<file path="config.mk">
export PLATFORM = sky130hd
export DESIGN_NAME = dual_prio_irq
export DESIGN_NICKNAME = d
export VERILOG_FILES = /design/src/rtl/irq_pkg.sv /design/src/rtl/irq_cmd_decode.sv /design/src/rtl/irq_flag_cell.sv /design/src/rtl/irq_combine.sv /design/src/rtl/dual_prio_irq.sv
export SDC_FILE = /design/constraint.sdc
export NUM_CORES = 1
export LEC_CHECK = 0
export CORE_AREA = 3 3 40 42
export CTS_CLUSTER_DIAMETER = 80
export CTS_CLUSTER_SIZE = 14
export DETAILED_ROUTE_END_ITERATION = 8
export DIE_AREA = 0 0 43 45
export PLACE_DENSITY = 0.72
export SYNTH_ARGS = -nofsm -noshare
export SYNTH_HDL_FRONTEND = slang
export SYNTH_HIERARCHICAL = 1
export SYNTH_SLANG_ARGS = --single-unit
</file>
<file path="constraint.sdc">
create_clock -name clk -period 1.75 [get_ports clk]
set_input_delay 0.35 -clock clk [delete_from_list [all_inputs] [get_ports clk]]
set_output_delay 0.35 -clock clk [all_outputs]
set_load 0.02 [all_outputs]
</file>
<file path="src/rtl/irq_pkg.sv">
package irq_pkg;
  localparam int FN_W = 5;

  localparam logic [FN_W-1:0] FN_READ    = 5'd0;
  localparam logic [FN_W-1:0] FN_CLR_ALL = 5'd9;
  localparam logic [FN_W-1:0] FN_CLR_ONE = 5'd10;
  localparam logic [FN_W-1:0] FN_DIS     = 5'd24;
  localparam logic [FN_W-1:0] FN_EN      = 5'd26;
  localparam logic [FN_W-1:0] FN_TEST    = 5'd27;

  // One flag's contribution to the request line.
  function automatic logic req_term(input logic flag, input logic en,
                                    input logic gated, input logic inhibit);
    return flag & en & ~(gated & inhibit);
  endfunction

  // Next value of a sticky flag: a set beats a same-cycle clear.
  function automatic logic flag_next(input logic cur, input logic set,
                                     input logic clr);
    return set | (cur & ~clr);
  endfunction
endpackage

</file>
<file path="src/rtl/irq_cmd_decode.sv">
module irq_cmd_decode
  import irq_pkg::*;
#(
  parameter int AW     = 4,
  parameter int NFLAGS = 2
) (
  input  logic              active_i,
  input  logic [FN_W-1:0]   fcode_i,
  input  logic [AW-1:0]     sub_i,
  output logic [NFLAGS-1:0] sel_clr_o,
  output logic [NFLAGS-1:0] sel_en_o,
  output logic [NFLAGS-1:0] sel_dis_o,
  output logic [NFLAGS-1:0] sel_test_o,
  output logic              read_o,
  output logic              clr_all_o,
  output logic              accept_o
);
  logic [NFLAGS-1:0] sub_hit;
  logic              sub_valid;

  for (genvar i = 0; i < NFLAGS; i++) begin : g_sub
    assign sub_hit[i] = (sub_i == AW'(i));
  end

  assign sub_valid = |sub_hit;

  always_comb begin
    read_o     = active_i && (fcode_i == FN_READ) && sub_valid;
    clr_all_o  = active_i && (fcode_i == FN_CLR_ALL) && sub_hit[0];
    sel_clr_o  = (active_i && fcode_i == FN_CLR_ONE) ? sub_hit : '0;
    sel_en_o   = (active_i && fcode_i == FN_EN)      ? sub_hit : '0;
    sel_dis_o  = (active_i && fcode_i == FN_DIS)     ? sub_hit : '0;
    sel_test_o = (active_i && fcode_i == FN_TEST)    ? sub_hit : '0;
    accept_o   = read_o | clr_all_o | (|sel_clr_o) | (|sel_en_o) | (|sel_dis_o);
  end

  always_comb begin
    if (!active_i) begin
      AST_IDLE_NO_ACCEPT: assert (!accept_o && sel_test_o == '0);
    end
  end
endmodule

</file>
<file path="src/rtl/irq_flag_cell.sv">
module irq_flag_cell
  import irq_pkg::*;
#(
  parameter logic INIT_EN = 1'b0
) (
  input  logic clk,
  input  logic rst_n,
  input  logic set_i,
  input  logic clr_i,
  input  logic init_i,
  input  logic en_set_i,
  input  logic en_clr_i,
  output logic flag_o,
  output logic en_o
);
  always_ff @(posedge clk or negedge rst_n) begin
    if (!rst_n) begin
      flag_o <= 1'b0;
      en_o   <= INIT_EN;
    end else begin
      flag_o <= flag_next(flag_o, set_i, clr_i);
      if (init_i)        en_o <= INIT_EN;
      else if (en_set_i) en_o <= 1'b1;
      else if (en_clr_i) en_o <= 1'b0;
    end
  end

  AST_SET_WINS: assert property (@(posedge clk) disable iff (!rst_n)
    set_i |=> flag_o);
  AST_CLR_TAKES: assert property (@(posedge clk) disable iff (!rst_n)
    (clr_i && !set_i) |=> !flag_o);
  AST_FLAG_STICKY: assert property (@(posedge clk) disable iff (!rst_n)
    (!set_i && !clr_i) |=> $stable(flag_o));
  AST_INIT_ENABLE: assert property (@(posedge clk) disable iff (!rst_n)
    init_i |=> (en_o == INIT_EN));
endmodule

</file>
<file path="src/rtl/irq_combine.sv">
module irq_combine
  import irq_pkg::*;
#(
  parameter int                NFLAGS    = 2,
  parameter logic [NFLAGS-1:0] GATE_MASK = 2'b10
) (
  input  logic [NFLAGS-1:0] flags_i,
  input  logic [NFLAGS-1:0] en_i,
  input  logic              inhibit_i,
  output logic              req_o
);
  logic [NFLAGS-1:0] term;

  for (genvar i = 0; i < NFLAGS; i++) begin : g_term
    assign term[i] = req_term(flags_i[i], en_i[i], GATE_MASK[i], inhibit_i);
  end

  assign req_o = |term;
endmodule

</file>
<file path="src/rtl/dual_prio_irq.sv">
module dual_prio_irq
  import irq_pkg::*;
#(
  parameter int                AW        = 4,
  parameter int                NFLAGS    = 2,
  parameter int                ERR_IDX   = 0,
  parameter logic [NFLAGS-1:0] INIT_EN   = 2'b01,
  parameter logic [NFLAGS-1:0] GATE_MASK = 2'b10
) (
  input  logic              clk,
  input  logic              rst_n,
  input  logic              stn_sel,
  input  logic              strobe1,
  input  logic [FN_W-1:0]   fcode,
  input  logic [AW-1:0]     subaddr,
  input  logic              init_stb,
  input  logic              clr_stb,
  input  logic              set_err,
  input  logic              set_rdy,
  input  logic              panel_inhibit,
  output logic              irq_req,
  output logic [NFLAGS-1:0] status_rd,
  output logic              q_resp,
  output logic              alarm,
  output logic              clr_bufs
);
  logic              cmd_active;
  logic [NFLAGS-1:0] sel_clr, sel_en, sel_dis, sel_test;
  logic              cmd_read, cmd_clr_all, cmd_accept;
  logic [NFLAGS-1:0] flags, enables, set_vec, clr_vec;
  logic              global_clr;

  assign cmd_active = stn_sel & strobe1;
  assign global_clr = init_stb | clr_stb;

  irq_cmd_decode #(.AW(AW), .NFLAGS(NFLAGS)) u_dec (
    .active_i  (cmd_active),
    .fcode_i   (fcode),
    .sub_i     (subaddr),
    .sel_clr_o (sel_clr),
    .sel_en_o  (sel_en),
    .sel_dis_o (sel_dis),
    .sel_test_o(sel_test),
    .read_o    (cmd_read),
    .clr_all_o (cmd_clr_all),
    .accept_o  (cmd_accept)
  );

  always_comb begin
    set_vec = '0;
    set_vec[ERR_IDX] = set_err;
    set_vec[(ERR_IDX + 1) % NFLAGS] = set_rdy;
  end

  for (genvar i = 0; i < NFLAGS; i++) begin : g_flag
    assign clr_vec[i] = global_clr | cmd_clr_all | sel_clr[i];
    irq_flag_cell #(.INIT_EN(INIT_EN[i])) u_cell (
      .clk     (clk),
      .rst_n   (rst_n),
      .set_i   (set_vec[i]),
      .clr_i   (clr_vec[i]),
      .init_i  (init_stb),
      .en_set_i(sel_en[i]),
      .en_clr_i(sel_dis[i]),
      .flag_o  (flags[i]),
      .en_o    (enables[i])
    );
  end

  irq_combine #(.NFLAGS(NFLAGS), .GATE_MASK(GATE_MASK)) u_comb (
    .flags_i  (flags),
    .en_i     (enables),
    .inhibit_i(panel_inhibit),
    .req_o    (irq_req)
  );

  assign status_rd = cmd_read ? flags : '0;
  assign q_resp    = cmd_accept | (|(sel_test & flags));
  assign alarm     = flags[ERR_IDX];
  assign clr_bufs  = global_clr | cmd_clr_all;

  AST_Q_NEEDS_STROBE: assert property (@(posedge clk) disable iff (!rst_n)
    !cmd_active |-> (!q_resp && status_rd == '0));
  AST_INHIBIT_MASKS: assert property (@(posedge clk) disable iff (!rst_n)
    (panel_inhibit && !alarm) |-> !irq_req);
  AST_ALARM_HOLDS: assert property (@(posedge clk) disable iff (!rst_n)
    (alarm && !clr_vec[ERR_IDX]) |=> alarm);
  AST_INIT_CLRBUF: assert property (@(posedge clk) disable iff (!rst_n)
    init_stb |-> clr_bufs);
  AST_CLR_EMPTIES: assert property (@(posedge clk) disable iff (!rst_n)
    (clr_stb && !set_err && !set_rdy) |=> (!alarm && !irq_req));
endmodule

</file>
==> results of run 1 <==
[registers in the layout (all words and copies together) (netlist names)]
register              cells
g_flag.u_cell/en_o        2
g_flag.u_cell/flag_o      2
[worst max-delay path, stage by stage]
cell	delay, ns
buf_6	0.09
and2_4	0.14
and3b_4	0.18
buf_6	0.11
nand3_2	0.07
nor2_1	0.04
a221o_1	0.33
buf_6	0.14
[cells in the mapped netlist (all sizes together)]
library cell / instances / area share, %
nor4: 2 / 7.8
nor3: 3 / 7.0
or3: 1 / 1.7
inv: 4 / 3.5
buf: 1 / 1.2
or2: 1 / 1.5
nand4: 1 / 1.5
and2: 3 / 4.3
a21o: 2 / 3.5
a221o: 1 / 2.3
nand2b: 2 / 4.6
and3b: 2 / 5.2
nand3: 1 / 2.3
nand2: 3 / 2.6
nand3b: 2 / 3.5
or4: 2 / 3.5
and3: 1 / 1.7
a21oi: 2 / 3.2
dfstp: 1 / 6.1
nor2: 8 / 7.0
o21ai: 3 / 4.3
and4: 2 / 4.3
dfrtp: 3 / 17
[power groups by stage]
stage | registers (W) | logic, W | clock network (W)
after detailed placement | 0.000102 | 0.000111 | 0
after floorplan | 0.000102 | 0.0000307 | 0
final | 0.000101 | 0.000108 | 0.000130
after global placement | 0.000101 | 0.000109 | 0
after global routing | 0.000101 | 0.000116 | 0.000142
after CTS | 0.000101 | 0.000109 | 0.000137
[cells by family (layout without fill, tap and decap cells)]
group | Yosys count | in the layout
DFF | 4 | 4
and+or+nand+nor | 34 | 34
AOI/OAI and AO/OA | 8 | 8
buffers and inverters | 5 | 48
[stage by stage]
step           cells  TNS [ns]  area (sq um)
2_1_floorplan     51         0           432
3_3_place_gp     101     -4.03           773
3_5_place_dp     101     -4.12           773
4_1_cts          107   -0.0343           820
5_1_grt          109    -0.190           828
6_report         109   -0.0543           828
[cell type report]
cell class / instances / area share [%]
multi-input combinational: 42 / 38.8
tap: 15 / 2.27
timing repair buffer: 40 / 41.7
inverter: 4 / 1.81
sequential: 4 / 12.2
clock buffer: 4 / 3.17
[routing by layer]
metal | wire length, um | vias up
met5 | 0 | -
met4 | 0 | 0
met3 | 86 | 0
met2 | 662 | 21
met1 | 526 | 247
li1 | - | 270
[worst max-delay path by stage]
stage               startpoint       end  slack, ns  cells after the start
finish                 strobe1    q_resp      -0.05                      8
global route           strobe1    q_resp      -0.09                      8
CTS                    strobe1    q_resp      -0.03                      8
detailed placement     stn_sel  clr_bufs      -0.86                      6
global placement       stn_sel  clr_bufs      -0.84                      6
floorplan              stn_sel  clr_bufs       0.04                      4
[timing repair]
action	CTS	global route
cloned	0	0
buffers inserted	2	2
endpoints found under the hold margin	0	0
pin swaps	11	4
resized for setup	58	1
endpoints found under the setup margin	6	4
[layout by cell type (no fill, tap or decap), types with 2 or more instances in the layout]
cell             instances
nand3b_1                 2
o21ai_1                  2
a21o_1                   2
inv_1                    4
nor2_1                   8
clkdlybuf4s15_1          2
nand2_1                  3
dlygate4sd2_1            3
buf_2                    3
clkdlybuf4s15_2          3
clkbuf_4                 3
nor3_2                   3
buf_4                   18
and2_1                   2
buf_6                    4
or4_1                    2
clkdlybuf4s50_1          7
dfrtp_1                  3
==> run_summary.xml, run 1 <==
<?xml version="1.0" encoding="UTF-8"?>
<metrics>
  <group name="outcome">
    <metric name="run_status" unit="">finished with violations</metric>
    <metric name="violated_checks" unit="">negative setup slack</metric>
  </group>
  <group name="setup_path">
    <metric name="timing.critical_path.required" unit="ns">1.40</metric>
    <metric name="worstSetupPathType" unit="">in2out</metric>
    <metric name="startpoint_type" unit="">input port</metric>
    <metric name="arrival" unit="ns">1.45</metric>
    <metric name="regToRegStartpoint" unit="">g_flag[0].u_cell/flag_o</metric>
    <metric name="setup.reg_to_reg.worst_slack" unit="ns">1.01</metric>
    <metric name="critical_path_peak_fanout" unit="">3</metric>
    <metric name="ff2ff_path_depth" unit="">1</metric>
    <metric name="crit-reg2reg-capture" unit="">g_flag[0].u_cell/flag_o</metric>
    <metric name="crit_path_end_kind" unit="">output pin</metric>
  </group>
  <group name="logic_synthesis">
    <metric name="synth_adder_area_share" unit="%">0</metric>
    <metric name="synthesis.nets" unit="">69</metric>
    <metric name="synth.mux.area_fraction" unit="%">0</metric>
    <metric name="post_synth_xor_area_fraction" unit="%">0</metric>
    <metric name="synth_top_family_by_area" unit="">simple AND/OR/NAND/NOR gates</metric>
    <metric name="yosys_warnings" unit="">6</metric>
    <metric name="synth.cell_area" unit="sq um">432</metric>
    <metric name="postSynthRegisterBits" unit="">4</metric>
    <metric name="synth_simple_gate_area_share" unit="%">58.6</metric>
    <metric name="synth_compound_gate_area_share" unit="%">13.3</metric>
    <metric name="number_of_unique_standard_cell_types_used_by_synthesis" unit="">30</metric>
    <metric name="postSynthAreaPerCell" unit="sq um">8.46</metric>
    <metric name="syn_inst" unit="">51</metric>
    <metric name="seq_area_frac_synth" unit="%">23.5</metric>
  </group>
  <group name="sta">
    <metric name="final_max_slew_viol_count" unit="">0</metric>
    <metric name="relative_slew_margins" unit="%">81.7</metric>
    <metric name="maxClockFrequency" unit="GHz">0.554</metric>
    <metric name="final.period_utilization" unit="%">103</metric>
    <metric name="final.setup_skew" unit="ns">0</metric>
    <metric name="setup_viol" unit="">1</metric>
    <metric name="timing_hold_violations_final" unit="">0</metric>
    <metric name="post-route-worst-setup-slack" unit="ns">-0.0543</metric>
    <metric name="rsz0062_at_grt" unit="">yes</metric>
    <metric name="max_slew.worst_pin.slew" unit="ns">0.273</metric>
    <metric name="whs" unit="ns">0.311</metric>
    <metric name="period_needed" unit="ns">1.80</metric>
  </group>
  <group name="floorplan">
    <metric name="io_pins" unit="">24</metric>
    <metric name="dieWidth" unit="um">43</metric>
    <metric name="die_area" unit="sq mm">0.00194</metric>
    <metric name="row_count" unit="">13</metric>
    <metric name="core_area" unit="sq mm">0.00128</metric>
    <metric name="die_ht" unit="um">45</metric>
    <metric name="start_util" unit="%">33.6</metric>
  </group>
  <group name="placed_design">
    <metric name="place.port_buffers" unit="">23</metric>
    <metric name="dp.final_hpwl" unit="um">992</metric>
    <metric name="placement.setup.worst_slack" unit="ns">-0.863</metric>
    <metric name="routability_congestion" unit="">0.713</metric>
  </group>
  <group name="grt">
    <metric name="grt_overflow_total" unit="">0</metric>
    <metric name="grt.busiest_layer" unit="">met2</metric>
    <metric name="globalRouteMet1Util" unit="%">13.0</metric>
    <metric name="grt_pass1_vias" unit="">500</metric>
    <metric name="grt.total_usage" unit="%">13.7</metric>
    <metric name="antenna_found_initial" unit="">0</metric>
    <metric name="grt_pass1_wl" unit="um">1940</metric>
    <metric name="grt_max_degree" unit="">8</metric>
    <metric name="use_met2" unit="%">27.5</metric>
    <metric name="groute.layer.met3.usage" unit="%">1.20</metric>
  </group>
  <group name="routing">
    <metric name="remaining_drc_errors" unit="">0</metric>
    <metric name="route.detailed.vias_per_inst" unit="">4.94</metric>
    <metric name="ant_nets_after_route" unit="">0</metric>
    <metric name="drt-total-wl" unit="um">1280</metric>
    <metric name="routed_wire_length_per_instance" unit="um">11.7</metric>
    <metric name="drt_first_pass_iters" unit="">4</metric>
    <metric name="vias" unit="">538</metric>
    <metric name="dr.first_iter.drc_count" unit="">6</metric>
  </group>
  <group name="final_layout">
    <metric name="multi_input_area" unit="sq um">322</metric>
    <metric name="synthToLayoutAreaGrowth" unit="%">91.9</metric>
    <metric name="n_antenna_cell" unit="">0</metric>
    <metric name="final_layout_size_suffix_gt1_share" unit="%">52.1</metric>
    <metric name="final_util" unit="%">64.5</metric>
    <metric name="fillerInstances" unit="">123</metric>
    <metric name="finalNetCount" unit="">113</metric>
    <metric name="layout.area.seq" unit="sq um">101</metric>
  </group>
  <group name="cts">
    <metric name="cts_tree" unit="">built</metric>
    <metric name="cts_inserted_buffers" unit="">3</metric>
    <metric name="cts_hold_buffers" unit="">0</metric>
    <metric name="cts_root_buf" unit="">clkbuf_4</metric>
    <metric name="clkTransAtPathRegs" unit="ns">0.05</metric>
    <metric name="clock_path_buffers" unit="">2</metric>
    <metric name="h_tree_levels" unit="">1</metric>
    <metric name="clock_latency" unit="ns">0.23</metric>
    <metric name="numClockSinks" unit="">4</metric>
  </group>
  <group name="pwr">
    <metric name="power.static_leakage" unit="nW">0.384</metric>
    <metric name="share_comb_of_total_power" unit="%">31.8</metric>
    <metric name="internal-power" unit="W">0.000246</metric>
    <metric name="total_power" unit="W">0.000338</metric>
    <metric name="power.share.sequential" unit="%">29.7</metric>
    <metric name="vdd_ir_drop_max" unit="uV">176</metric>
    <metric name="p_sw_share" unit="%">27.2</metric>
    <metric name="netSwitchingPower" unit="W">0.0000920</metric>
    <metric name="pwr-share-clk" unit="%">38.4</metric>
    <metric name="power.density" unit="mW/mm^2">409</metric>
  </group>
  <group name="flow_run">
    <metric name="maxCapViolCount" unit="">0</metric>
  </group>
  <group name="worst_hold_path">
    <metric name="hold_class" unit="">in2async</metric>
  </group>
</metrics>
(Power assumes the default switching activity.)
==> run 2: changes to the inputs <==
- CAP_MARGIN: unset -> 20
==> results of run 2 <==
Final layout, timing and power as in run 1 (identical DEF).
==> run 3: changes to the inputs <==
- CTS_CLUSTER_SIZE: 14 -> 16
- clock period: 1.75 -> 2 ns (I/O delays scaled with it)
==> run_summary.xml, run 3 (synthesis gave the netlist of run 1 again) <==
<?xml version="1.0" encoding="UTF-8"?>
<metrics>
  <group name="final_layout">
    <metric name="n_antenna_cell" unit="">0</metric>
    <metric name="mostFrequentLayoutCell" unit="">buf_4</metric>
    <metric name="synthToLayoutAreaGrowth" unit="%">84.1</metric>
    <metric name="reg.largest.list" unit="">g_flag.u_cell/en_o (2), g_flag.u_cell/flag_o (2)</metric>
    <metric name="final_cell_mix" unit="">buf_4 (14), clkdlybuf4s50_1 (8), nor2_1 (7), dlygate4sd2_1 (5)</metric>
    <metric name="finalNetCount" unit="">110</metric>
    <metric name="final_layout_size_suffix_gt1_share" unit="%">48.4</metric>
  </group>
  <group name="setup_path">
    <metric name="worstSetupPathType" unit="">in2out</metric>
    <metric name="crit_family" unit="">simple AND/OR/NAND/NOR gates</metric>
    <metric name="critical_path_buf_inv_count" unit="">2</metric>
    <metric name="cp_slowest_cell" unit="">a221o_1</metric>
    <metric name="startpoint_type" unit="">input port</metric>
    <metric name="timing.critical_path.required" unit="ns">1.60</metric>
    <metric name="arrival" unit="ns">1.55</metric>
    <metric name="crit_chain" unit="">clkdlybuf4s15_1 -&gt; and2_4 -&gt; and3b_4 -&gt; nand4_1 -&gt; nor2_1 -&gt; a221o_1 -&gt; buf_6</metric>
    <metric name="critical_path.max_stage_delay" unit="ns">0.34</metric>
    <metric name="crit_path_end_kind" unit="">output pin</metric>
    <metric name="critical_path_peak_fanout" unit="">5</metric>
  </group>
  <group name="placed_design">
    <metric name="dp.final_hpwl" unit="um">956</metric>
    <metric name="placement.setup.worst_slack" unit="ns">-0.701</metric>
    <metric name="routability_congestion" unit="">0.732</metric>
    <metric name="place.port_buffers" unit="">23</metric>
  </group>
  <group name="sta">
    <metric name="post-route-worst-setup-slack" unit="ns">0.0498</metric>
    <metric name="max_slew.worst_pin.slew" unit="ns">0.331</metric>
    <metric name="final.period_utilization" unit="%">97.5</metric>
    <metric name="period_needed" unit="ns">1.95</metric>
    <metric name="final_max_slew_viol_count" unit="">0</metric>
    <metric name="timing_hold_violations_final" unit="">0</metric>
    <metric name="whs" unit="ns">0.360</metric>
    <metric name="rsz0062_at_grt" unit="">no</metric>
    <metric name="setup_viol" unit="">0</metric>
    <metric name="relative_slew_margins" unit="%">77.8</metric>
    <metric name="final.setup_skew" unit="ns">0</metric>
    <metric name="maxClockFrequency" unit="GHz">0.513</metric>
  </group>
  <group name="floorplan">
    <metric name="start_util" unit="%">33.6</metric>
    <metric name="io_pins" unit="">24</metric>
    <metric name="die_ht" unit="um">45</metric>
    <metric name="row_count" unit="">13</metric>
    <metric name="core_area" unit="sq mm">0.00128</metric>
    <metric name="die_area" unit="sq mm">0.00194</metric>
    <metric name="dieWidth" unit="um">43</metric>
  </group>
  <group name="pwr">
    <metric name="pwr-share-clk" unit="%">38.6</metric>
    <metric name="power.static_leakage" unit="nW">0.368</metric>
    <metric name="p_sw_share" unit="%">27.1</metric>
    <metric name="total_power" unit="W">0.000291</metric>
    <metric name="internal-power" unit="W">0.000212</metric>
    <metric name="share_comb_of_total_power" unit="%">31.2</metric>
    <metric name="power.share.sequential" unit="%">30.2</metric>
    <metric name="power.density" unit="mW/mm^2">366</metric>
    <metric name="vdd_ir_drop_max" unit="uV">182</metric>
    <metric name="netSwitchingPower" unit="W">0.0000789</metric>
  </group>
  <group name="routing">
    <metric name="ant_nets_after_route" unit="">0</metric>
    <metric name="drt_first_pass_iters" unit="">4</metric>
    <metric name="routed_wire_length_per_instance" unit="um">11.5</metric>
    <metric name="remaining_drc_errors" unit="">0</metric>
    <metric name="drt-total-wl" unit="um">1220</metric>
    <metric name="route.detailed.vias_per_inst" unit="">4.83</metric>
    <metric name="dr.first_iter.drc_count" unit="">6</metric>
    <metric name="vias" unit="">512</metric>
  </group>
  <group name="grt">
    <metric name="grt_overflow_total" unit="">0</metric>
    <metric name="grt_pass1_wl" unit="um">1850</metric>
    <metric name="grt_max_degree" unit="">7</metric>
    <metric name="grt.total_usage" unit="%">12.7</metric>
    <metric name="grt_pass1_vias" unit="">463</metric>
    <metric name="antenna_found_initial" unit="">0</metric>
  </group>
  <group name="outcome">
    <metric name="run_status" unit="">finished clean</metric>
  </group>
  <group name="cts">
    <metric name="cts_root_buf" unit="">clkbuf_4</metric>
    <metric name="clock_path_buffers" unit="">2</metric>
    <metric name="h_tree_levels" unit="">1</metric>
    <metric name="cts_inserted_buffers" unit="">3</metric>
    <metric name="clock_latency" unit="ns">0.23</metric>
    <metric name="cts_tree" unit="">built</metric>
    <metric name="cts_hold_buffers" unit="">0</metric>
    <metric name="numClockSinks" unit="">4</metric>
    <metric name="clkTransAtPathRegs" unit="ns">0.05</metric>
  </group>
  <group name="worst_hold_path">
    <metric name="hold_class" unit="">in2async</metric>
  </group>
  <group name="flow_run">
    <metric name="maxCapViolCount" unit="">0</metric>
  </group>
</metrics>
run 3: cell count changes in the layout (fill, tap and decap cells not counted):
cell,previous run,this run
buf_4,18,14
clkbuf_2,0,4
clkdlybuf4s15_2,3,0
buf_6,4,2
dlygate4sd2_1,3,5
buf_2,3,2
clkdlybuf4s50_1,7,8
nand3_2,1,0
nand3_4,0,1
nor2_1,8,7
nor2_2,0,1
run 3: timing repair:
| action | CTS | global route |
|---|---|---|
| resized for setup | 40 | 9 |
| buffers inserted | 3 | 1 |
| endpoints found under the setup margin | 4 | 4 |
| pin swaps | 7 | 5 |
| gates cloned | 0 | 0 |
run 3: power by group through the flow:
| stage | Sequential, W | Clock, W | Combinational (W) |
|---|---|---|---|
| 2_1_floorplan | 0.0000892 | 0 | 0.0000269 |
| 3_3_place_gp | 0.0000889 | 0 | 0.0000936 |
| 3_5_place_dp | 0.0000889 | 0 | 0.0000943 |
| 4_1_cts | 0.0000879 | 0.000118 | 0.0000924 |
| 5_1_grt | 0.0000882 | 0.000126 | 0.0000984 |
| 6_report | 0.0000879 | 0.000112 | 0.0000908 |
run 3: per-stage QoR:
stage	area [sq um]	setup TNS, ns	instances	utilization (%)
2_1_floorplan	432	0	51	-
3_3_place_gp	758	-2.80	99	59.0
3_5_place_dp	758	-2.80	99	59.0
4_1_cts	805	0	106	62.6
5_1_grt	795	0	106	61.8
6_report	795	0	106	61.8
run 3: layout make-up:
| type | instances | area (sq um) |
|---|---|---|
| flip-flops and latches | 4 | 101 |
| repair buffers | 37 | 302 |
| clock buffers | 4 | 26.3 |
| fillers | 129 | 490 |
| multi-input cells | 42 | 332 |
| inverters | 4 | 15.0 |
| well taps | 15 | 18.8 |
run 3: path summary, 6_finish.rpt:
| check | from | endpoint | slack, ns | cells after the start |
|---|---|---|---|---|
| worst max register to register | g_flag[0].u_cell/en_o | g_flag[0].u_cell/en_o | 1.26 | 2 |
| worst min-delay path | rst_n | g_flag[1].u_cell/en_o | 0.36 | 1 |
| max in group asynchronous | rst_n | g_flag[0].u_cell/en_o | 1.39 | 1 |
| min in group clk | g_flag[0].u_cell/en_o | g_flag[0].u_cell/en_o | 0.46 | 2 |
| worst min register to register | g_flag[0].u_cell/en_o | g_flag[0].u_cell/en_o | 0.46 | 2 |
| worst max-delay path | strobe1 | q_resp | 0.05 | 7 |
run 3: layer usage:
layer | vias to the layer above | track usage, % | routed length (um)
met5 | - | 0 | 0
li1 | 264 | - | -
met4 | 0 | 3.61 | 0
met2 | 23 | 24.3 | 629
met3 | 0 | 3.59 | 108
met1 | 225 | 13.7 | 485
